File: config.mk
export PLATFORM = sky130hd
export DESIGN_NAME = prod_term_block
export DESIGN_NICKNAME = d
export VERILOG_FILES = /design/src/rtl/ptb_pkg.sv /design/src/rtl/ptb_and_array.sv /design/src/rtl/ptb_sum.sv /design/src/rtl/ptb_macro.sv /design/src/rtl/prod_term_block.sv
export SDC_FILE = /design/constraint.sdc
export NUM_CORES = 1
export LEC_CHECK = 0
export CAP_MARGIN = 40
export CORE_AREA = 2 2 352 354
export DETAILED_ROUTE_END_ITERATION = 16
export DIE_AREA = 0 0 354 356
export PLACE_DENSITY = 0.3
export SYNTH_ARGS = -nofsm -noshare
export SYNTH_HDL_FRONTEND = slang
export SYNTH_SLANG_ARGS = --single-unit
File: constraint.sdc
create_clock -name clk -period 3.9 [get_ports clk]
set_clock_uncertainty 0.05 [all_clocks]
set_input_delay 0.585 -clock clk [delete_from_list [all_inputs] [get_ports clk]]
set_output_delay 0.585 -clock clk [all_outputs]
set_load 0.05 [all_outputs]
File: src/rtl/ptb_pkg.sv
// Shared defaults and encodings for the product-term logic block.
// Assumes the cell has three dedicated clock lines and a 2-bit source code.
package ptb_pkg;
    localparam int unsigned DEF_IN  = 18;
    localparam int unsigned DEF_OUT = 4;
    localparam int unsigned DEF_GRP = 5;
    localparam int unsigned CTRL_PT = 3;
    localparam int unsigned DCLK_N  = 3;

    typedef enum logic [1:0] {
        CK_DED0 = 2'd0,
        CK_DED1 = 2'd1,
        CK_DED2 = 2'd2,
        CK_TERM = 2'd3
    } clk_src_e;
endpackage

File: src/rtl/ptb_and_array.sv
// Product-term AND array: every term ANDs its chosen true/complement
// literals. Assumes two mask bits per input per term (true, complement).
module ptb_and_array #(
    parameter int unsigned N_IN = 18,
    parameter int unsigned N_PT = 23
) (
    input  logic [N_IN-1:0]        in_bus,
    input  logic [N_PT*2*N_IN-1:0] lit_mask,
    input  logic [N_PT-1:0]        pt_en,
    output logic [N_PT-1:0]        pt_v
);
    localparam int unsigned STRIDE = 2 * N_IN;

    for (genvar t = 0; t < N_PT; t++) begin : g_term
        localparam int unsigned BASE = t * STRIDE;
        logic [N_IN-1:0] hit;
        for (genvar i = 0; i < N_IN; i++) begin : g_lit
            // A literal passes unless it is selected and contradicted.
            assign hit[i] = (~lit_mask[BASE + 2*i]     |  in_bus[i]) &
                            (~lit_mask[BASE + 2*i + 1] | ~in_bus[i]);
        end
        // A disabled term is held at 0; no literal at all yields 1.
        assign pt_v[t] = pt_en[t] & (&hit);
    end
endmodule

File: src/rtl/ptb_sum.sv
// OR/XOR sum stage: one group of GRP terms per output. The last term of a
// group is either the XOR operand or one more OR input. Output 0 also has
// a path that uses only the first GRP-1 terms and no XOR stage.
module ptb_sum #(
    parameter int unsigned N_OUT = 4,
    parameter int unsigned GRP   = 5
) (
    input  logic [N_OUT*GRP-1:0] pt_sum,
    input  logic [N_OUT-1:0]     xor_pt,
    input  logic [N_OUT-1:0]     inv,
    input  logic                 fast0,
    output logic [N_OUT-1:0]     sum_v
);
    localparam int unsigned CORE = GRP - 1;

    for (genvar k = 0; k < N_OUT; k++) begin : g_out
        localparam int unsigned BASE = k * GRP;
        logic core_or;
        logic last_pt;
        logic full;
        assign core_or = |pt_sum[BASE +: CORE];
        assign last_pt = pt_sum[BASE + CORE];
        // Full path: the fifth term is the XOR operand or joins the OR.
        assign full = xor_pt[k] ? (core_or ^ last_pt) : ((core_or | last_pt) ^ inv[k]);
        if (k == 0) begin : g_fast
            // Output 0 may take the four-term path instead.
            assign sum_v[k] = fast0 ? core_or : full;
        end else begin : g_norm
            assign sum_v[k] = full;
        end
    end
endmodule

File: src/rtl/ptb_macro.sv
// Macrocell bank: selects the clock source, finds its rising edge in the
// system clock domain and keeps the registers. Assumes every source is
// already synchronous to clk.
module ptb_macro #(
    parameter int unsigned N_OUT = 4
) (
    input  logic                       clk,
    input  logic                       rst_n,
    input  logic [N_OUT-1:0]           sum_v,
    input  logic [ptb_pkg::DCLK_N-1:0] ded_clk,
    input  logic                       pt_clk,
    input  logic                       pt_rst,
    input  logic [1:0]                 clk_sel,
    input  logic [N_OUT-1:0]           reg_en,
    output logic [N_OUT-1:0]           mc_out,
    output logic [N_OUT-1:0]           reg_q,
    output logic                       cap_edge
);
    import ptb_pkg::*;

    logic src;
    logic src_q;

    // Choose the clock source by its code.
    always_comb begin
        case (clk_sel)
            CK_DED0: src = ded_clk[0];
            CK_DED1: src = ded_clk[1];
            CK_DED2: src = ded_clk[2];
            default: src = pt_clk;
        endcase
    end

    // Remember the source level seen at the last system edge.
    always_ff @(posedge clk) begin
        if (!rst_n) src_q <= 1'b0;
        else        src_q <= src;
    end

    assign cap_edge = src & ~src_q;

    // Registers: either reset source wins, otherwise load on a source edge.
    always_ff @(posedge clk) begin
        if (!rst_n || pt_rst) reg_q <= '0;
        else if (cap_edge)    reg_q <= sum_v;
    end

    // Per-output choice between the register and the raw sum.
    assign mc_out = (reg_en & reg_q) | (~reg_en & sum_v);
endmodule

File: src/rtl/prod_term_block.sv
// Top of the product-term logic block: AND array, sum stage and macrocells.
// The last three terms are the clock, reset and output-enable terms.
// Assumes the configuration is static while the block runs.
module prod_term_block #(
    parameter int unsigned N_IN  = ptb_pkg::DEF_IN,
    parameter int unsigned N_OUT = ptb_pkg::DEF_OUT,
    parameter int unsigned GRP   = ptb_pkg::DEF_GRP
) (
    input  logic                                               clk,
    input  logic                                               rst_n,
    input  logic [N_IN-1:0]                                    in_bus,
    input  logic [ptb_pkg::DCLK_N-1:0]                         ded_clk,
    input  logic [(N_OUT*GRP+ptb_pkg::CTRL_PT)*2*N_IN-1:0]     cfg_lit,
    input  logic [N_OUT*GRP+ptb_pkg::CTRL_PT-1:0]              cfg_pt_en,
    input  logic [N_OUT-1:0]                                   cfg_xor_pt,
    input  logic [N_OUT-1:0]                                   cfg_inv,
    input  logic                                               cfg_fast0,
    input  logic [N_OUT-1:0]                                   cfg_reg,
    input  logic [1:0]                                         cfg_clk_sel,
    output logic [N_OUT-1:0]                                   mc_out,
    output logic                                               oe_out
);
    localparam int unsigned SUM_PT = N_OUT * GRP;
    localparam int unsigned N_PT   = SUM_PT + ptb_pkg::CTRL_PT;
    localparam int unsigned I_CLK  = SUM_PT;
    localparam int unsigned I_RST  = SUM_PT + 1;
    localparam int unsigned I_OE   = SUM_PT + 2;

    logic [N_PT-1:0]  pt_v;
    logic [N_OUT-1:0] sum_v;
    logic [N_OUT-1:0] reg_q;
    logic             cap_edge;
    logic             rst_term;

    assign rst_term = pt_v[I_RST];
    assign oe_out   = pt_v[I_OE];

    ptb_and_array #(.N_IN(N_IN), .N_PT(N_PT)) u_array (
        .in_bus   (in_bus),
        .lit_mask (cfg_lit),
        .pt_en    (cfg_pt_en),
        .pt_v     (pt_v)
    );

    ptb_sum #(.N_OUT(N_OUT), .GRP(GRP)) u_sum (
        .pt_sum (pt_v[SUM_PT-1:0]),
        .xor_pt (cfg_xor_pt),
        .inv    (cfg_inv),
        .fast0  (cfg_fast0),
        .sum_v  (sum_v)
    );

    ptb_macro #(.N_OUT(N_OUT)) u_macro (
        .clk      (clk),
        .rst_n    (rst_n),
        .sum_v    (sum_v),
        .ded_clk  (ded_clk),
        .pt_clk   (pt_v[I_CLK]),
        .pt_rst   (rst_term),
        .clk_sel  (cfg_clk_sel),
        .reg_en   (cfg_reg),
        .mc_out   (mc_out),
        .reg_q    (reg_q),
        .cap_edge (cap_edge)
    );
endmodule

### Word level (Yosys, flattened, before mapping)

Index checks and enable logic that the tools add are counted.

| word-level totals | value |
|---|---|
| output and inout bits | 5 |
| bits in registers | 5 |
| bits of input ports | 889 |
| word-level logic and storage cells | 2169 |

| cells by class | value |
|---|---|
| eq/ne operators | 2 |
| muxes and demuxes | 6 |
| reduce and logical (&&, ||, !) cells | 30 |
| bitwise operators | 2129 |

Operators by type and width:

| kind | number |
|---|---|
| 1-bit NOT | 847 |
| 1-bit OR | 832 |
| 1-bit bitwise AND | 438 |
| 18-bit AND reduction | 23 |
| 4-bit OR reduction | 4 |
| 4-bit bitwise AND | 2 |
| 1-bit bitwise XOR | 8 |
| 1-bit 2-to-1 mux | 5 |
| 4-bit NOT | 1 |
| 4-bit OR | 1 |
| 1-bit case mux with 3 select lines | 1 |
| 2-bit by 1-bit == test with 1-bit output, second input constant | 1 |
| 2-bit == test, second input constant | 1 |
| 2-bit logical NOT | 1 |
| 1-bit logical NOT | 1 |
| 1-bit logical OR | 1 |

### Longest topological paths before layout

Gate-level depths: netlist (run 1).

| logic depth | value |
|---|---|
| depth in word-level cells | 12 |
| mapped depth | 14 |
| depth with buffers taken out | 12 |

### Modules after synthesis

Synthesis (run 1) repeated with hierarchy kept, for this count alone.

| second synthesis, totals | value |
|---|---|
| cells, all modules | 708 |
| area, all modules | 5851.9 µm² |

By module, submodules not included:

| module | seq. area each (µm²) | instances | area each (µm²) | cells an instance |
|---|---|---|---|---|
| ptb_and_array | 0.0 | 1 | 5336.4 | 649 |
| ptb_macro | 100.1 | 1 | 305.3 | 31 |
| ptb_sum | 0.0 | 1 | 210.2 | 28 |

### Worst setup path after synthesis (run 1)

Ideal clock, no wire load.

| timing path | value |
|---|---|
| path type | input-to-output |
| start point | input port in_bus[17] |
| end point | output port mc_out[0] |
| stages | 13 |
| setup slack | 0.388 ns |
| buffers on the path | 3 |
| required time | 3.265 ns |
| data arrival time | 2.877 ns |
| cells stage by stage | buf_6 > buf_2 > buf_2 > mux2i_1 > nand3_1 > nor4_1 > nand4_1 > ha_1 > xor2_1 > nor2_1 > a211oi_1 > nor2_1 > a22o_1 |

| between the ends | value |
|---|---|
| longest elaborated chain between the ends | 12 |
| elaborated cells on any way between the ends | 34 |
| those cells by class | 2 x mux; 26 x bitwise; 6 x reduce/logical |

Ends and longest elaborated chain:

| element | line | source |
|---|---|---|
| start, declared | prod_term_block.sv:11 | `input logic [N_IN-1:0] in_bus,` |
| 1-bit NOT | ptb_and_array.sv:20 | `(~lit_mask[BASE + 2*i + 1] \| ~in_bus[i]);` |
| 1-bit OR | ptb_and_array.sv:20 |  |
| 1-bit bitwise AND | ptb_and_array.sv:19 | `assign hit[i] = (~lit_mask[BASE + 2*i] \| in_bus[i]) &` |
| 18-bit AND reduction | ptb_and_array.sv:23 | `assign pt_v[t] = pt_en[t] & (&hit);` |
| 1-bit bitwise AND | ptb_and_array.sv:23 |  |
| 4-bit OR reduction | ptb_sum.sv:21 | `assign core_or = \|pt_sum[BASE +: CORE];` |
| 1-bit OR | ptb_sum.sv:24 | `assign full = xor_pt[k] ? (core_or ^ last_pt) : ((core_or \| last_pt) ^ inv[k]);` |
| 1-bit bitwise XOR | ptb_sum.sv:24 |  |
| 1-bit 2-to-1 mux | ptb_sum.sv:24 |  |
| 1-bit 2-to-1 mux (*) | ptb_sum.sv:27 | `assign sum_v[k] = fast0 ? core_or : full;` |
| 4-bit bitwise AND (*) | ptb_macro.sv:49 | `assign mc_out = (reg_en & reg_q) \| (~reg_en & sum_v);` |
| 4-bit OR (*) | ptb_macro.sv:49 |  |
| end, declared | prod_term_block.sv:20 | `output logic [N_OUT-1:0] mc_out,` |

Every way passes the cells marked *; elsewhere a longest branch is shown, timed or not.

### Worst setup path after layout (run 1)

| timing path | value |
|---|---|
| start point | input port in_bus[7] |
| end point | output port mc_out[0] |

Same word-level chain as after synthesis.

==> results of run 1 <==
## synth_stat cells, types with 2 or more instances
library cell	instances	area share, %
a221oi_1	3	0.45
a22oi_1	3	0.38
and2_1	2	0.21
buf_2	38	3.2
buf_4	13	1.7
buf_6	3	0.57
dfxtp_1	5	1.7
ha_1	4	0.85
inv_1	15	0.96
mux2_2	6	1.1
mux2i_1	394	67
nand2_1	18	1.1
nand2b_1	8	0.85
nand3_1	14	1.2
nand4_1	98	10
nor2_1	21	1.3
nor3_1	18	1.5
nor4_1	8	0.85
o2111ai_1	2	0.30
o21ai_0	6	0.51
o22ai_1	3	0.32
or3_1	2	0.21
xor2_1	4	0.59
## worst min-delay path by stage
stage,start,cells past startpoint,to
after floorplan,u_macro.reg_q[1]$_SDFFE_PP0P_,2,u_macro.reg_q[1]$_SDFFE_PP0P_
after global placement,u_macro.reg_q[1]$_SDFFE_PP0P_,2,u_macro.reg_q[1]$_SDFFE_PP0P_
after detailed placement,u_macro.reg_q[3]$_SDFFE_PP0P_,2,u_macro.reg_q[3]$_SDFFE_PP0P_
after CTS,u_macro.reg_q[3]$_SDFFE_PP0P_,2,u_macro.reg_q[3]$_SDFFE_PP0P_
after global routing,u_macro.reg_q[3]$_SDFFE_PP0P_,2,u_macro.reg_q[3]$_SDFFE_PP0P_
final,u_macro.reg_q[3]$_SDFFE_PP0P_,2,u_macro.reg_q[3]$_SDFFE_PP0P_
## kinds of logic after synthesis
logic type | after synthesis | share of synthesized area [%]
adders and majority gates | 4 | 0.8497
DFF | 5 | 1.699
xor gates and xnor gates | 4 | 0.5947
AOI/OAI and AO/OA | 29 | 3.866
and+or+nand+nor | 194 | 18.48
buffers and inverters | 69 | 6.414
muxes | 400 | 68.10
## routing by layer
layer	GRT usage, %	part of all wire, %	up-vias
li1	-	-	4855
met1	15.74	39	4937
met2	27.59	54	560
met3	2.504	5.4	72
met4	3.119	2.3	12
met5	0	0.080	-
## cell type report
type,instances,area share (%)
Timing Repair Buffer,1086,57.40
Multi-Input combinational cell,631,30.67
Tap cell,1637,10.64
Sequential cell,5,0.5200
Clock buffer,4,0.4095
Inverter,15,0.2925
Antenna cell,5,0.06500
## worst max-delay path: stages
cell	delay, ns
buf_16	0.13
buf_12	0.15
a222oi_1	0.52
inv_1	0.11
nor4_2	0.16
buf_4	0.18
a22oi_2	0.12
and3_4	0.22
ha_4	0.15
xor2_1	0.15
nor2_1	0.06
a211oi_2	0.27
nor2_1	0.07
a22o_1	0.23
buf_6	0.16
## what timing repair did
item / 4_1_cts / 5_1_grt
buffers inserted: 20 / 19
cloned: 1 / 0
pin swaps: 45 / 44
setup endpoints to repair: 4 / 4
gates resized for setup: 118 / 93
## sequential cells by signal, indices dropped and copies added, names as in the netlist
signal,count
u_macro.reg_q,4
u_macro.src_q,1
## power by group through the flow
stage	Sequential [mW]	Combinational [mW]	Clock, mW
2_1_floorplan	0.0560	0.430	0
3_3_place_gp	0.0568	1.85	0
3_5_place_dp	0.0566	1.84	0
4_1_cts	0.0559	1.91	0.210
5_1_grt	0.0563	2.01	0.204
6_report	0.0560	1.91	0.192
## through the flow
stage | worst slack [ns] | hold WS [ns] | utilization (%) | power (mW) | instance area, sq um
after floorplan | 0.3881 | 0.4080 | - | 0.4862 | 5891
after global placement | -0.8613 | 0.4350 | 14.75 | 1.905 | 18100
after detailed placement | -0.8119 | 0.4351 | 14.76 | 1.900 | 18110
after CTS | -0.3058 | 0.4464 | 15.28 | 2.173 | 18750
after global routing | -0.1686 | 0.4973 | 15.69 | 2.275 | 19250
final | -0.05845 | 0.4450 | 15.69 | 2.156 | 19250
==> flow_metrics.env, run 1 <==
export IMPL_htree_num_levels=1
export IMPL_hold_buffers=0
export IMPL_cap_violations=0
export IMPL_numCtsBuffers=3
export IMPL_num_rows=129
export IMPL_ys_flop_type="dfxtp_1"
export IMPL_cellPowerDensity_mw_per_mm2=112.0
export IMPL_grt_max_degree=13
export IMPL_fin_crit_ns=3.958
export IMPL_peakVddDrop_v=0.00008460
export IMPL_leakage_nw=7.739
export IMPL_synth_seq_area_share_pct=1.699
export IMPL_slew_headroom_pct=53.14
export IMPL_instances_no_fill=3383
export IMPL_power_frac_comb_pct=88.5
export IMPL_die_area_sq_mm=0.1260
export IMPL_antenna_left=0
export IMPL_drv_slew=0
export IMPL_pwr_share_seq_pct=2.6
export IMPL_antenna_found_initial=25
export IMPL_setup_slack_ns=-0.05845
export IMPL_hpwl_um=85420
export IMPL_cp_end_kind="output pin"
export IMPL_synthesis_nets=1598
export IMPL_worstSkewPairLatency_ns=0.25
export IMPL_intPower_mw=1.389
export IMPL_cp_data_arrival_time_ns=3.32
export IMPL_required_ns=3.26
export IMPL_p_sw_mw=0.7669
export IMPL_drive_gt1_share_pct=17.29
export IMPL_tightestPinTransition_ns=0.6834
export IMPL_die_x_um=354
export IMPL_yosysWarnings=0
export IMPL_path_class="input pin to output pin"
export IMPL_grt_overflow=0
export IMPL_r2r_start="u_macro.src_q$_SDFF_PN0_"
export IMPL_ios=894
export IMPL_switching_share_pct=35.58
export IMPL_pwr_share_clk_pct=8.9
export IMPL_r2r_cells=6
export IMPL_routabilityCongestion=0.9472
export IMPL_endpoint="mc_out[0]"
export IMPL_final_nets=2635
export IMPL_drc=0
export IMPL_synth_edff_count=0
export IMPL_reg2reg_slack_ns=2.60
export IMPL_synth_cells=705
export IMPL_drt_iter0_markers=316
export IMPL_track_usage_pct=14.15
export IMPL_worstSetupStartpointType="input pin"
export IMPL_ctsRootBufferMaster="clkbuf_16"
export IMPL_wl_um=93560
export IMPL_regArea_sq_um=100.1
export IMPL_nFillCells=13890
export IMPL_finalHoldViolCount=0
export IMPL_area_growth_pct=226.8
export IMPL_outcome="finished, violations left"
export IMPL_grt_pass1_vias=11920
export IMPL_die_y_um=356
export IMPL_synth_distinct_cells=40
export IMPL_post_route_period_util_pct=101.5
export IMPL_crit_fanout=6
export IMPL_cts_tree="done"
export IMPL_clk_pin_slew_ns=0.04
export IMPL_min_path_type="register to register"
export IMPL_clockBufferDepth=2
export IMPL_multi_input_area_sq_mm=0.005904
export IMPL_setup_viol_count_final=2
export IMPL_mostFrequentLayoutCells="838 x clkdlybuf4s50_1, 380 x mux2i_1, 136 x buf_4"
export IMPL_grt_pass1_wl_um=116700
export IMPL_rsz0062_at_grt="yes"
export IMPL_mostFrequentLayoutCell="clkdlybuf4s50_1"
export IMPL_cts_sinks=5
export IMPL_start_util_pct=4.802
export IMPL_coreArea_sq_mm=0.1227
export IMPL_vias_per_cell=3.085
export IMPL_place_inst=3346
export IMPL_dr_total_vias=10440
export IMPL_timing_rr_end="u_macro.reg_q[1]$_SDFFE_PP0P_"
export IMPL_netlist_area_sq_mm=0.005891
export IMPL_fin_setup_tns_ns=-0.07437
export IMPL_syn_area_per_cell_sq_um=8.356
export IMPL_clock_fmax_mhz=252.6
export IMPL_drtPass1Iterations=5
export IMPL_startpoint="in_bus[7]"
export IMPL_io_buffer_count=893
export IMPL_ys_ff_latch=5
export IMPL_ys_async_sr_fraction_pct=0
export IMPL_wl_per_cell_um=27.66
export IMPL_violations="negative setup slack"
Power figures use the tool's default switching activity.
==> run 2, diff against run 1 <==
- CORE_AREA: 2 2 352 354 -> 2 2 348 350
- DIE_AREA: 0 0 354 356 -> 0 0 350 352
- clock period: 3.9 -> 5 ns (I/O delays scaled with it)
==> flow_metrics.env, run 2 (synthesis gave the netlist of run 1 again) <==
export IMPL_outcome="finished clean"
export IMPL_grt_max_degree=16
export IMPL_grt_overflow=0
export IMPL_tightestPinTransition_ns=0.7207
export IMPL_final_nets=2535
export IMPL_htree_num_levels=1
export IMPL_worstSetupStartpointType="input pin"
export IMPL_dr_total_vias=9999
export IMPL_cp_data_arrival_time_ns=3.97
export IMPL_post_route_period_util_pct=95.48
export IMPL_area_growth_pct=196.3
export IMPL_wl_um=88070
export IMPL_crit_chain="buf_2, mux2i_1, nand4_1, nor2_1, buf_4, nand4_1, nor3_1, nor4_1, ha_1, xor2_1, o21ai_1, buf_4, mux2_2, buf_12"
export IMPL_slew_headroom_pct=50.58
export IMPL_instances_no_fill=3255
export IMPL_final_util_pct=14.63
export IMPL_cellPowerDensity_mw_per_mm2=87.84
export IMPL_ctsRootBufferMaster="clkbuf_16"
export IMPL_crit_slowest_cell="buf_2"
export IMPL_met1_usage_pct=15.43
export IMPL_required_ns=4.20
export IMPL_largest_register="u_macro.reg_q"
export IMPL_fin_crit_ns=4.774
export IMPL_die_x_um=350
export IMPL_grt_met3_usage_pct=2.783
export IMPL_place_area_sq_mm=0.01735
export IMPL_dp_slack_ns=-0.1822
export IMPL_clk_pin_slew_ns=0.04
export IMPL_gr_usage_met2_pct=25.56
export IMPL_largest_register_ff_count=4
export IMPL_holdPathStages=2
export IMPL_min_path_type="register to register"
export IMPL_drt_iter0_markers=496
export IMPL_grt_pass1_wl_um=108400
export IMPL_clock_fmax_mhz=209.5
export IMPL_peakVddDrop_v=0.00006782
export IMPL_path_class="input pin to output pin"
export IMPL_worstSkewPairLatency_ns=0.25
export IMPL_power_total_mw=1.533
export IMPL_mostFrequentLayoutCell="clkdlybuf4s50_1"
export IMPL_reg2reg_slack_ns=3.69
export IMPL_cp_end_kind="output pin"
export IMPL_cpPeakStageDelay_ns=0.49
export IMPL_cts_sinks=5
export IMPL_coreArea_sq_mm=0.1193
export IMPL_finish_instance_area_sq_mm=0.01746
export IMPL_start_util_pct=4.936
export IMPL_num_rows=127
export IMPL_ios=894
export IMPL_vias_per_cell=3.072
export IMPL_setup_slack_ns=0.2261
export IMPL_cap_violations=0
export IMPL_reg_top3="u_macro.reg_q: 4 flops, u_macro.src_q: 1 flops"
export IMPL_clockBufferDepth=2
export IMPL_place_inst=3249
export IMPL_r2r_cells=6
export IMPL_antenna_left=0
export IMPL_wl_per_cell_um=27.06
export IMPL_io_buffer_count=893
export IMPL_numCtsBuffers=3
export IMPL_drtPass1Iterations=7
export IMPL_cts_tree="done"
export IMPL_rsz0062_at_grt="no"
export IMPL_die_area_sq_mm=0.1232
export IMPL_setup_viol_count_final=0
export IMPL_crit_fanout=9
export IMPL_antenna_found_initial=22
export IMPL_leakage_nw=6.782
export IMPL_grt_pass1_vias=11200
export IMPL_fin_setup_tns_ns=0
export IMPL_mostFrequentLayoutCells="871 x clkdlybuf4s50_1, 393 x mux2i_1, 98 x nand4_1"
export IMPL_hpwl_um=78820
export IMPL_die_y_um=352
export IMPL_drc=0
export IMPL_hold_ws_ns=0.4330
export IMPL_routabilityCongestion=0.8709
export IMPL_finalHoldViolCount=0
export IMPL_drv_slew=0
export IMPL_busiest_layer="met2"
export IMPL_drive_gt1_share_pct=8.044
export IMPL_track_usage_pct=13.52
-- run 2: changes by cell type in the layout (fill, tap and decap cells not counted), moves of 18 or more --
cell / delta
clkdlybuf4s50_1: +33
buf_4: -49
buf_12: -22
dlymetal6s2s_1: -18
buf_6: -21
-- run 2: routing by layer --
metal	routed length [um]	part of all wire (%)
met3	5804	6.6
met5	100	0.11
met4	1579	1.8
met2	45610	52
met1	34970	40
-- run 2: final cells by class --
cell class,instances,area (sq um)
sequential,5,100.1
fill,13580,101900
timing repair buffer,986,9758
inverter,15,56.30
antenna,2,5.005
tap,1612,2017
multi-input combinational,631,5440
clock buffer,4,78.83
-- run 2: path summary, 6_finish.rpt --
check,startpoint,endpoint
worst max-delay path,in_bus[15],mc_out[1]
worst min-delay path,u_macro.reg_q[2]$_SDFFE_PP0P_,u_macro.reg_q[2]$_SDFFE_PP0P_
worst max register to register,u_macro.src_q$_SDFF_PN0_,u_macro.reg_q[1]$_SDFFE_PP0P_
worst min register to register,u_macro.reg_q[2]$_SDFFE_PP0P_,u_macro.reg_q[2]$_SDFFE_PP0P_
-- run 2: critical path: cells and delay by family --
kind	cells	cell delay, ns
AOI/OAI and AO/OA	1	0.12
xor gates and xnor gates	1	0.16
adders and majority gates	1	0.22
buffers and inverters	4	1.04
muxes	2	0.56
and+or+nand+nor	5	1.08
-- run 2: timing repair --
item | CTS | global route
buffers inserted | 0 | 0
endpoints found under the setup margin | 2 | 1
resized for setup | 5 | 1
hold buffers | 0 | 0
-- run 2: report_power, final --
part	internal, mW	switching [mW]
logic	0.835	0.508
clock network	0.107	0.0402
registers	0.0423	0.00133
==> run 3, diff against run 2 <==
- GPL_ROUTABILITY_DRIVEN: not set -> 0
==> results of run 3 <==
The final DEF is identical to that of run 2; final timing and power are the same.
